==> config.mk <==
export PLATFORM = sky130hd
export DESIGN_NAME = ti_spn_sbox
export DESIGN_NICKNAME = d
export VERILOG_FILES = /design/src/rtl/ti_sbox_pkg.sv /design/src/rtl/ti_sbox_rot.sv /design/src/rtl/ti_sbox_gadget.sv /design/src/rtl/ti_sbox_lin.sv /design/src/rtl/ti_spn_sbox.sv
export SDC_FILE = /design/constraint.sdc
export NUM_CORES = 1
export LEC_CHECK = 0
export ABC_CLOCK_PERIOD_IN_PS = 4750
export BUFFER_PORTS_ARGS = -buffer_cell sky130_fd_sc_hd__buf_4
export CORE_ASPECT_RATIO = 0.9
export CORE_MARGIN = 5
export CORE_UTILIZATION = 59
export CTS_CLUSTER_SIZE = 24
export DETAILED_ROUTE_END_ITERATION = 8
export GPL_TIMING_DRIVEN = 0
export PLACE_DENSITY = 0.88
export SETUP_SLACK_MARGIN = 0.4
export SLEW_MARGIN = 40
export SYNTH_ARGS = -nofsm -noshare
export SYNTH_HDL_FRONTEND = slang
export SYNTH_SLANG_ARGS = --single-unit
==> constraint.sdc <==
create_clock -name clk -period 4.75 [get_ports clk]
set_clock_uncertainty 0.2 [all_clocks]
set_input_delay 1.1875 -clock clk [delete_from_list [all_inputs] [get_ports clk]]
set_output_delay 1.1875 -clock clk [all_outputs]
set_load 0.01 [all_outputs]
==> src/rtl/ti_sbox_pkg.sv <==
package ti_sbox_pkg;

   localparam int NUM_SHARES = 3;

   typedef enum logic [1:0] {
      PH_IDLE   = 2'd0,
      PH_NONLIN = 2'd1,
      PH_LIN    = 2'd2
   } ti_phase_e;

   // shared product term for one pair of bit positions; ua/ub from the
   // first visible share, va/vb from the second visible share
   function automatic logic ti_cross(input logic ua, input logic ub,
                                     input logic va, input logic vb);
      return (ua & ub) ^ (ua & vb) ^ (va & ub);
   endfunction

endpackage

==> src/rtl/ti_sbox_rot.sv <==
module ti_sbox_rot #(
   parameter int N  = 4,
   parameter int AW = 2
) (
   input  logic [N-1:0]  din,
   input  logic [AW-1:0] amt,
   output logic [N-1:0]  dout
);

   if (N < 2) begin : g_chk_width
      $error("ti_sbox_rot: N must be at least 2");
   end

   // right rotation: bit amt of din lands at bit 0 of dout
   always_comb begin
      for (int b = 0; b < N; b++) begin
         int idx;
         idx = b + int'(amt);
         if (idx >= N) idx = idx - N;
         dout[b] = din[idx];
      end
   end

endmodule

==> src/rtl/ti_sbox_gadget.sv <==
module ti_sbox_gadget
   import ti_sbox_pkg::*;
#(
   parameter int N = 4
) (
   input  logic [N-1:0] u,   // first share not owned by the output share
   input  logic [N-1:0] v,   // second share not owned by the output share
   output logic         y
);

   if (N != 4) begin : g_chk_width
      $error("ti_sbox_gadget: the quadratic form is defined for N == 4 only");
   end

   // output bit 0 of one share; bits i>0 come from rotated operands
   assign y = u[0]
            ^ ti_cross(u[3], u[0], v[3], v[0])
            ^ ti_cross(u[1], u[2], v[1], v[2])
            ^ ti_cross(u[0], u[2], v[0], v[2])
            ^ ti_cross(u[1], u[3], v[1], v[3]);

endmodule

==> src/rtl/ti_sbox_lin.sv <==
module ti_sbox_lin #(
   parameter int         N = 4,
   parameter logic [N-1:0] K = 4'hF
) (
   input  logic [N-1:0] x,
   output logic [N-1:0] y
);

   if (K[0] != 1'b1) begin : g_chk_const
      $error("ti_sbox_lin: K[0] must be 1 for the map to be invertible");
   end

   // shift plus masked constant: no data-dependent control flow
   assign y = {x[N-2:0], 1'b0} ^ (K & {N{x[N-1]}});

   // an invertible map never sends a nonzero share to zero
   always_comb begin
      if (x != '0) begin
         assert_lin_nonzero_R4: assert (y != '0);
      end
   end

endmodule

==> src/rtl/ti_spn_sbox.sv <==
module ti_spn_sbox
   import ti_sbox_pkg::*;
#(
   parameter int           N      = 4,
   parameter int           ROUNDS = 2,
   parameter logic [N-1:0] K      = 4'hF
) (
   input  logic         clk,
   input  logic         rst_n,
   input  logic         start,
   input  logic [N-1:0] sh_in0,
   input  logic [N-1:0] sh_in1,
   input  logic [N-1:0] sh_in2,
   output logic [N-1:0] sh_out0,
   output logic [N-1:0] sh_out1,
   output logic [N-1:0] sh_out2,
   output logic         busy,
   output logic         done
);

   localparam int BW       = (N > 1) ? $clog2(N) : 1;
   localparam int RW       = (ROUNDS > 1) ? $clog2(ROUNDS) : 1;
   localparam int NL_STEPS = NUM_SHARES * N;
   localparam int TOTAL    = ROUNDS * (NL_STEPS + 2);
   localparam int LW       = $clog2(TOTAL + 1);

   if (ROUNDS < 1) begin : g_chk_rounds
      $error("ti_spn_sbox: ROUNDS must be at least 1");
   end

   ti_phase_e                       phase_q;
   logic [BW-1:0]                   bit_q;
   logic [1:0]                      shr_q;
   logic [RW-1:0]                   rnd_q;
   logic                            lin_q;
   logic                            done_q;
   logic [NUM_SHARES-1:0][N-1:0]    src_q;
   logic [NUM_SHARES-1:0][N-1:0]    dst_q;

   logic [N-1:0]                    opa, opb, opa_r, opb_r;
   logic                            g_bit;
   logic [NUM_SHARES-1:0][N-1:0]    lin_in, lin_out;
   logic                            last_rnd;
   logic                            bit_end;

   assign last_rnd = (rnd_q == RW'(ROUNDS - 1));
   assign bit_end  = (bit_q == BW'(N - 1));

   // operand select: output share j sees only shares j+1 and j+2
   always_comb begin
      unique case (shr_q)
         2'd0:    begin opa = src_q[1]; opb = src_q[2]; end
         2'd1:    begin opa = src_q[2]; opb = src_q[0]; end
         default: begin opa = src_q[0]; opb = src_q[1]; end
      endcase
   end

   ti_sbox_rot #(.N(N), .AW(BW)) u_rot_a (.din(opa), .amt(bit_q), .dout(opa_r));
   ti_sbox_rot #(.N(N), .AW(BW)) u_rot_b (.din(opb), .amt(bit_q), .dout(opb_r));

   ti_sbox_gadget #(.N(N)) u_gadget (.u(opa_r), .v(opb_r), .y(g_bit));

   // one diffusion unit per share; shares never meet
   for (genvar s = 0; s < NUM_SHARES; s++) begin : g_lin
      assign lin_in[s] = lin_q ? src_q[s] : dst_q[s];
      ti_sbox_lin #(.N(N), .K(K)) u_lin (.x(lin_in[s]), .y(lin_out[s]));
   end

   always_ff @(posedge clk or negedge rst_n) begin
      if (!rst_n) begin
         phase_q <= PH_IDLE;
         bit_q   <= '0;
         shr_q   <= '0;
         rnd_q   <= '0;
         lin_q   <= 1'b0;
         done_q  <= 1'b0;
         src_q   <= '0;
         dst_q   <= '0;
      end else begin
         done_q <= 1'b0;
         unique case (phase_q)
            PH_IDLE: begin
               if (start) begin
                  src_q[0] <= sh_in0;
                  src_q[1] <= sh_in1;
                  src_q[2] <= sh_in2;
                  bit_q    <= '0;
                  shr_q    <= '0;
                  rnd_q    <= '0;
                  phase_q  <= PH_NONLIN;
               end
            end
            PH_NONLIN: begin
               dst_q[shr_q][bit_q] <= g_bit;
               if (bit_end) begin
                  bit_q <= '0;
                  if (shr_q == 2'd2) begin
                     shr_q   <= '0;
                     lin_q   <= 1'b0;
                     phase_q <= PH_LIN;
                  end else begin
                     shr_q <= shr_q + 2'd1;
                  end
               end else begin
                  bit_q <= bit_q + BW'(1);
               end
            end
            PH_LIN: begin
               if (!lin_q) begin
                  src_q <= last_rnd ? dst_q : lin_out;
                  lin_q <= 1'b1;
               end else begin
                  lin_q <= 1'b0;
                  if (last_rnd) begin
                     phase_q <= PH_IDLE;
                     done_q  <= 1'b1;
                  end else begin
                     src_q   <= lin_out;
                     rnd_q   <= rnd_q + RW'(1);
                     phase_q <= PH_NONLIN;
                  end
               end
            end
            default: phase_q <= PH_IDLE;
         endcase
      end
   end

   assign busy    = (phase_q != PH_IDLE);
   assign done    = done_q;
   assign sh_out0 = src_q[0];
   assign sh_out1 = src_q[1];
   assign sh_out2 = src_q[2];

   // independent latency counter for the timing property
   logic [LW-1:0] lat_q;
   always_ff @(posedge clk or negedge rst_n) begin
      if (!rst_n)     lat_q <= '0;
      else if (!busy) lat_q <= '0;
      else            lat_q <= lat_q + LW'(1);
   end

   assert_start_accept_R2: assert property (@(posedge clk) disable iff (!rst_n)
      (start && !busy) |=> busy);

   assert_done_pulse_R3: assert property (@(posedge clk) disable iff (!rst_n)
      done |=> !done);

   assert_done_idle_R3: assert property (@(posedge clk) disable iff (!rst_n)
      done |-> !busy);

   assert_latency_R3: assert property (@(posedge clk) disable iff (!rst_n)
      done |-> (lat_q == LW'(TOTAL)));

   assert_hold_R7: assert property (@(posedge clk) disable iff (!rst_n)
      (!busy && !start) |=> ($stable(sh_out0) && $stable(sh_out1) && $stable(sh_out2)));

endmodule

# Yosys cells after proc, flatten, opt, wreduce, memory -nomap -nowiden
# Cells that the tools add are included.
[word_totals] elab_cells=151 out_inout_bits=14 ff_bits=33
[classes] eq_ne=10 muxes=66 addsub=10 magnitude_cmp=12 n_bitwise=27 reduce_logical=14
[op_table] cell="$lt A32 B4 Y1 const B" count=4
[op_table] cell="$mux W32" count=4
[op_table] cell="$ge A32 B4 Y1 const B" count=3
[op_table] cell="$sub A32 B4 Y32 const B" count=3
[op_table] cell="$mux W12" count=4
[op_table] cell="$mux W1" count=27
[op_table] cell="$pmux W12 S2" count=1
[op_table] cell="$bmux W1 S2" count=8
[op_table] cell="$mux W2" count=8
[op_table] cell="$mux W4" count=4
[op_table] cell="$pmux W4 S2" count=2
[op_table] cell="$and A1 B1 Y1" count=12
[op_table] cell="$bwmux W12" count=1
[op_table] cell="$reduce_and A3 Y1" count=4
[op_table] cell="$xor A1 B1 Y1" count=12
[op_table] cell="$xor A4 B4 Y4" count=3
[op_table] cell="$demux W4 S2" count=1
[op_table] cell="$ne A2 B2 Y1 const B" count=4
[op_table] cell="$pmux W2 S2" count=2
[op_table] cell="$reduce_bool A2 Y1" count=4
[op_table] cell="$add A2 B2 Y3 const A" count=2
[op_table] cell="$eq A2 B2 Y1 const B" count=3
[op_table] cell="$lt A2 B3 Y1 const B" count=2
[op_table] cell="$pmux W2 S3" count=1
[op_table] cell="14 further kinds" count=20

# Depth between registers and ports, before layout
[depth] word_depth=14 depth_mapped=13

# By module
# A second synthesis with hierarchy kept.
[unflattened] hier_cells=262 area_unflattened_um2=2585.0
[by_module_without_submodules] mod="ti_spn_sbox" cells_per_inst=218 instances=1 area_each_um2=2118.3
[by_module_without_submodules] mod="ti_sbox_rot" cells_per_inst=4 instances=2 area_each_um2=105.1
[by_module_without_submodules] mod="ti_sbox_gadget" cells_per_inst=24 instances=1 area_each_um2=155.1
[by_module_without_submodules] mod="ti_sbox_lin" cells_per_inst=4 instances=3 area_each_um2=33.8

# Worst setup path after synthesis
# No wires, ideal clock.
[synth_timing] kind="register -> register" start="register bit_q[0]" end="register dst_q[11] (netlist bit)" n_path_buf=4 path_stages_with_launch=14 setup_ns=0.125 path_slack_ns=0.961 required_time_ns=4.425 t_arrival_ns=3.465 cell_sequence="dfrtp_1 clkbuf_8 inv_1 clkbuf_8 ha_1 clkbuf_1 inv_1 mux4_1 and2b_2 a211o_2 xor2_1 xnor3_2 buf_6 mux2_2"
[synth_via] elab_chain_len=14 word_cells_on_any_way=71
[synth_lines] element="start: declaration" line_no="ti_spn_sbox.sv:32" rtl="logic [BW-1:0] bit_q;"
[synth_lines] element="start signal: assignment" line_no="ti_spn_sbox.sv:105" rtl="bit_q <= bit_q + BW'(1);"
[synth_lines] element="$add A2 B2 Y3" line_no="ti_sbox_rot.sv:18" rtl="idx = b + int'(amt);"
[synth_lines] element="$sub A32 B4 Y32 / $ge A32 B4 Y1 (equally long branches)" line_no="ti_sbox_rot.sv:19" rtl="if (idx >= N) idx = idx - N;"
[synth_lines] element="$mux W32" line_no="ti_sbox_rot.sv:19"
[synth_lines] element="$bmux W1 S2" line_no="ti_sbox_rot.sv:20" rtl="dout[b] = din[idx];"
[synth_lines] element="$mux W1 (not written as such) (2 in series)" line_no="ti_sbox_rot.sv:20"
[synth_lines] element="$and A1 B1 Y1" line_no="ti_sbox_pkg.sv:15" rtl="return (ua & ub) ^ (ua & vb) ^ (va & ub);"
[synth_lines] element="$xor A1 B1 Y1 (2 in series)" line_no="ti_sbox_pkg.sv:15"
[synth_lines] element="$xor A1 B1 Y1" line_no="ti_sbox_gadget.sv:17" rtl="^ ti_cross(u[3], u[0], v[3], v[0])"
[synth_lines] element="$xor A1 B1 Y1" line_no="ti_sbox_gadget.sv:18" rtl="^ ti_cross(u[1], u[2], v[1], v[2])"
[synth_lines] element="$xor A1 B1 Y1" line_no="ti_sbox_gadget.sv:19" rtl="^ ti_cross(u[0], u[2], v[0], v[2])"
[synth_lines] element="$xor A1 B1 Y1" line_no="ti_sbox_gadget.sv:20" rtl="^ ti_cross(u[1], u[3], v[1], v[3]);"
[synth_lines] element="$bwmux W12 (*)" line_no="ti_spn_sbox.sv:94" rtl="dst_q[shr_q][bit_q] <= g_bit;"
[synth_lines] element="end signal: indexed assignment" line_no="ti_spn_sbox.sv:94"
[synth_lines] element="end: declaration" line_no="ti_spn_sbox.sv:38" rtl="logic [NUM_SHARES-1:0][N-1:0] dst_q;"
# Every way passes the cells marked *; elsewhere a longest branch is shown, timed or not. The select of a mux whose other input is x is not followed.
# A chain may end at the register's enable or synchronous reset.

# Worst setup path after layout
[layout_timing] start="register bit_q[0]" end="register dst_q[2] (netlist bit)"
# Same word-level chain as after synthesis.

==> results.md <==
- Status: finished clean
- Syn_nets: 300
- Final wirelength: 6.34 mm
- Mapped Area: 0.00265 mm2
- Post-synth top area cell: dfrtp_1
- FF+latch count, synth: 33
- CTS tree: built
- Root Buffer: clkbuf_8
- Post-synth top area share: 31.2%
- # DRC: 0
- Synth Flop Type: dfrtp_1
- Max-cap violations: 0
- Top-count cell post-synth: dfrtp_1
- Total CTS buffers: 5
- Clk buf depth: 2
- Final Slew Violations: 0
- Layout cells sized above 1: between 20% and 30%
- Hold path cells: 2
- Vias in the first global route: 2228
- First-pass GRT wire length: 10.9 mm
- Post-detail-place hpwl: 4.77 mm
- Die width: 80.6 um
- Die area: 0.00593 mm2
- Starting DRT DRC Count: between 200 and 250
- Via-to-Cell Ratio: 6.07
- GRT overflow: 0
- Final core utilization: roughly two thirds
- Crit-path cells: clkbuf_8 -> inv_1 -> clkbuf_8 -> ha_1 -> clkbuf_2 -> inv_1 -> mux4_2 -> and2b_2 -> a211o_2 -> xor2_1 -> xnor3_2 -> buf_6 -> mux2_2
- Synth-to-Final Area Change: 14.0%
- Slew @ Worst Pin: 0.690 ns
- Pin count of the biggest net entering global routing: 34
- Fin crit share: 86.6%
- Placed Cells: 371
- Slowest cell on the critical path: mux4_2
- Layout filler cell count: 333
- Arrival @ worst endpoint: 4.09 ns
- Netlist cell types: 44
- # nets final: 335
- Fin cells: 378
- Slew HR: between 50 and 60%
- Tmin final: 4.11 ns
- Most frequent cells after synthesis: 33 x dfrtp_1, 32 x nor2_1, 30 x a21oi_1, 24 x nand2_1
- Htree depth: 2
- DIE HEIGHT: 73.6 um
- Sequential-to-total area share from yosys stat: 31.2%
- DRT Pass-1 Iters: 4
- Crit-path max FO: 11
- IO Port Bufs: 28
- Reg clk slew, reported paths: roughly 0.07 ns
- IO Pins: 29
- Via Count: 2293
- Post-route ant nets: 0
- RSZ-0062 raised after global routing: false
- YS warnings: 0
- Initial core utilization: 60.1%
- Setup Buffers After CTS: 0
- Hold Slack: 0.336 ns
- Worst R2R Path Depth: 13
- Delay of the slowest critical-path stage: 0.61 ns
- Critical path type: register to register
- Drt wl/cell: ~17 um
- Overall Global Routing Usage: a little under a quarter
- Synthesized area per cell: 9.42 um2
- Critical Path Start Type: register
- Hold Path Class: register to register
- Worst path required time: 4.73 ns
- ANT cells: 0
- Async set-reset flop share out of synthesis: 100%
- # setup viols final: 0
- CTS sink count: 33
- Number of synthesized flops with an enable pin: 0
- Syn Inst Count: 281
- Initial antenna violation count: 0
- Core area: 0.00440 mm2
- Placement Rows: 23
- CP Capture Type: register
- Maximum clock frequency: 0.243 GHz
- Worst-Skew Late Latency: 0.30 ns
- Hold Violations, Final: 0
- Placer Congestion: about 0.91
- Top cells by area, synth: dfrtp_1 31%, mux2_2 7.7%, xnor2_1 6.0%, a21oi_1 5.7%, mux2i_1 5.3%
- TNS Setup: 0 ns
==> per-layer routing <==
metal,track usage (%),vias up,wire length [um]
li1,-,1079,-
met1,32.3,1101,2680
met2,36.9,98,3030
met3,7.11,15,466
met4,8.07,0,165
met5,0,-,0
==> cell type report <==
cell class	instances	area [um2]	share of cell area [%]
well taps	62	77.6	2.57
flip-flops and latches	33	826	27.4
plain buffers	21	173	5.72
multi-input cells	221	1620	53.8
inverters	6	22.5	0.746
clock buffers	7	86.3	2.86
repair buffers	28	210	6.96
==> registers in the layout, indices dropped and copies added (netlist names) <==
name      count
shr_q         2
phase_q       2
bit_q         2
done          1
dst_q        12
sh_out0       4
last_rnd      1
sh_out1       4
sh_out2       4
lin_q         1
==> kinds of logic after synthesis <==
kind of cell	synth area share [%]
adders and majority gates	1.89
DFF	31.2
xor gates and xnor gates	7.51
and+or+nand+nor	16.1
muxes	20.6
buffers and inverters	7.32
AOI/OAI and AO/OA	15.4
==> final timing paths <==
check	from	endpoint	slack, ns
worst max-delay path	bit_q[0]	dst_q[2]	0.64
worst min-delay path	lin_q	done	0.34
worst max register to register	bit_q[0]	dst_q[2]	0.64
worst min register to register	lin_q	done	0.34
max in group asynchronous	rst_n	phase_q[1]	3.43
min in group asynchronous	rst_n	sh_out0[0]	0.62
==> timing repair <==
item	in CTS	in global routing
hold buffers	0	0
resized for setup	0	3
setup endpoints to repair	0	12
==> critical path: cells and delay by family (launching register included) <==
family,cells,cell delay [ns]
DFF,1,0.39
muxes,2,0.87
buffers and inverters,6,0.99
AOI/OAI and AO/OA,1,0.33
adders and majority gates,1,0.29
and+or+nand+nor,1,0.22
xor gates and xnor gates,2,0.70
==> cells in the final DEF (no fill, tap or decap), types with 3 or more instances in the layout <==
master     n
nand2_1   24
a211oi_1  16
mux2_1     3
dfrtp_1   33
o22ai_1    6
nor3_1     9
nand3_1    4
mux4_2     5
nand2b_1   5
mux2i_1   14
xnor2_1   18
o21ai_0    5
a21oi_1   30
buf_4     28
nor2_1    32
mux2_2    18
clkbuf_1   9
o31ai_1    4
inv_1      5
clkbuf_8  12
ha_1       4
==> per-stage QoR <==
stage	worst slack, ns	cell area, um2
2_1_floorplan	0.961	2650
3_3_place_gp	0.625	2940
3_5_place_dp	0.515	2940
4_1_cts	0.505	3020
5_1_grt	0.441	3020
6_report	0.638	3020
Power is left out: the tool's default activity adds up to more than one toggle a clock period on the data nets, which glitch-free logic cannot reach.
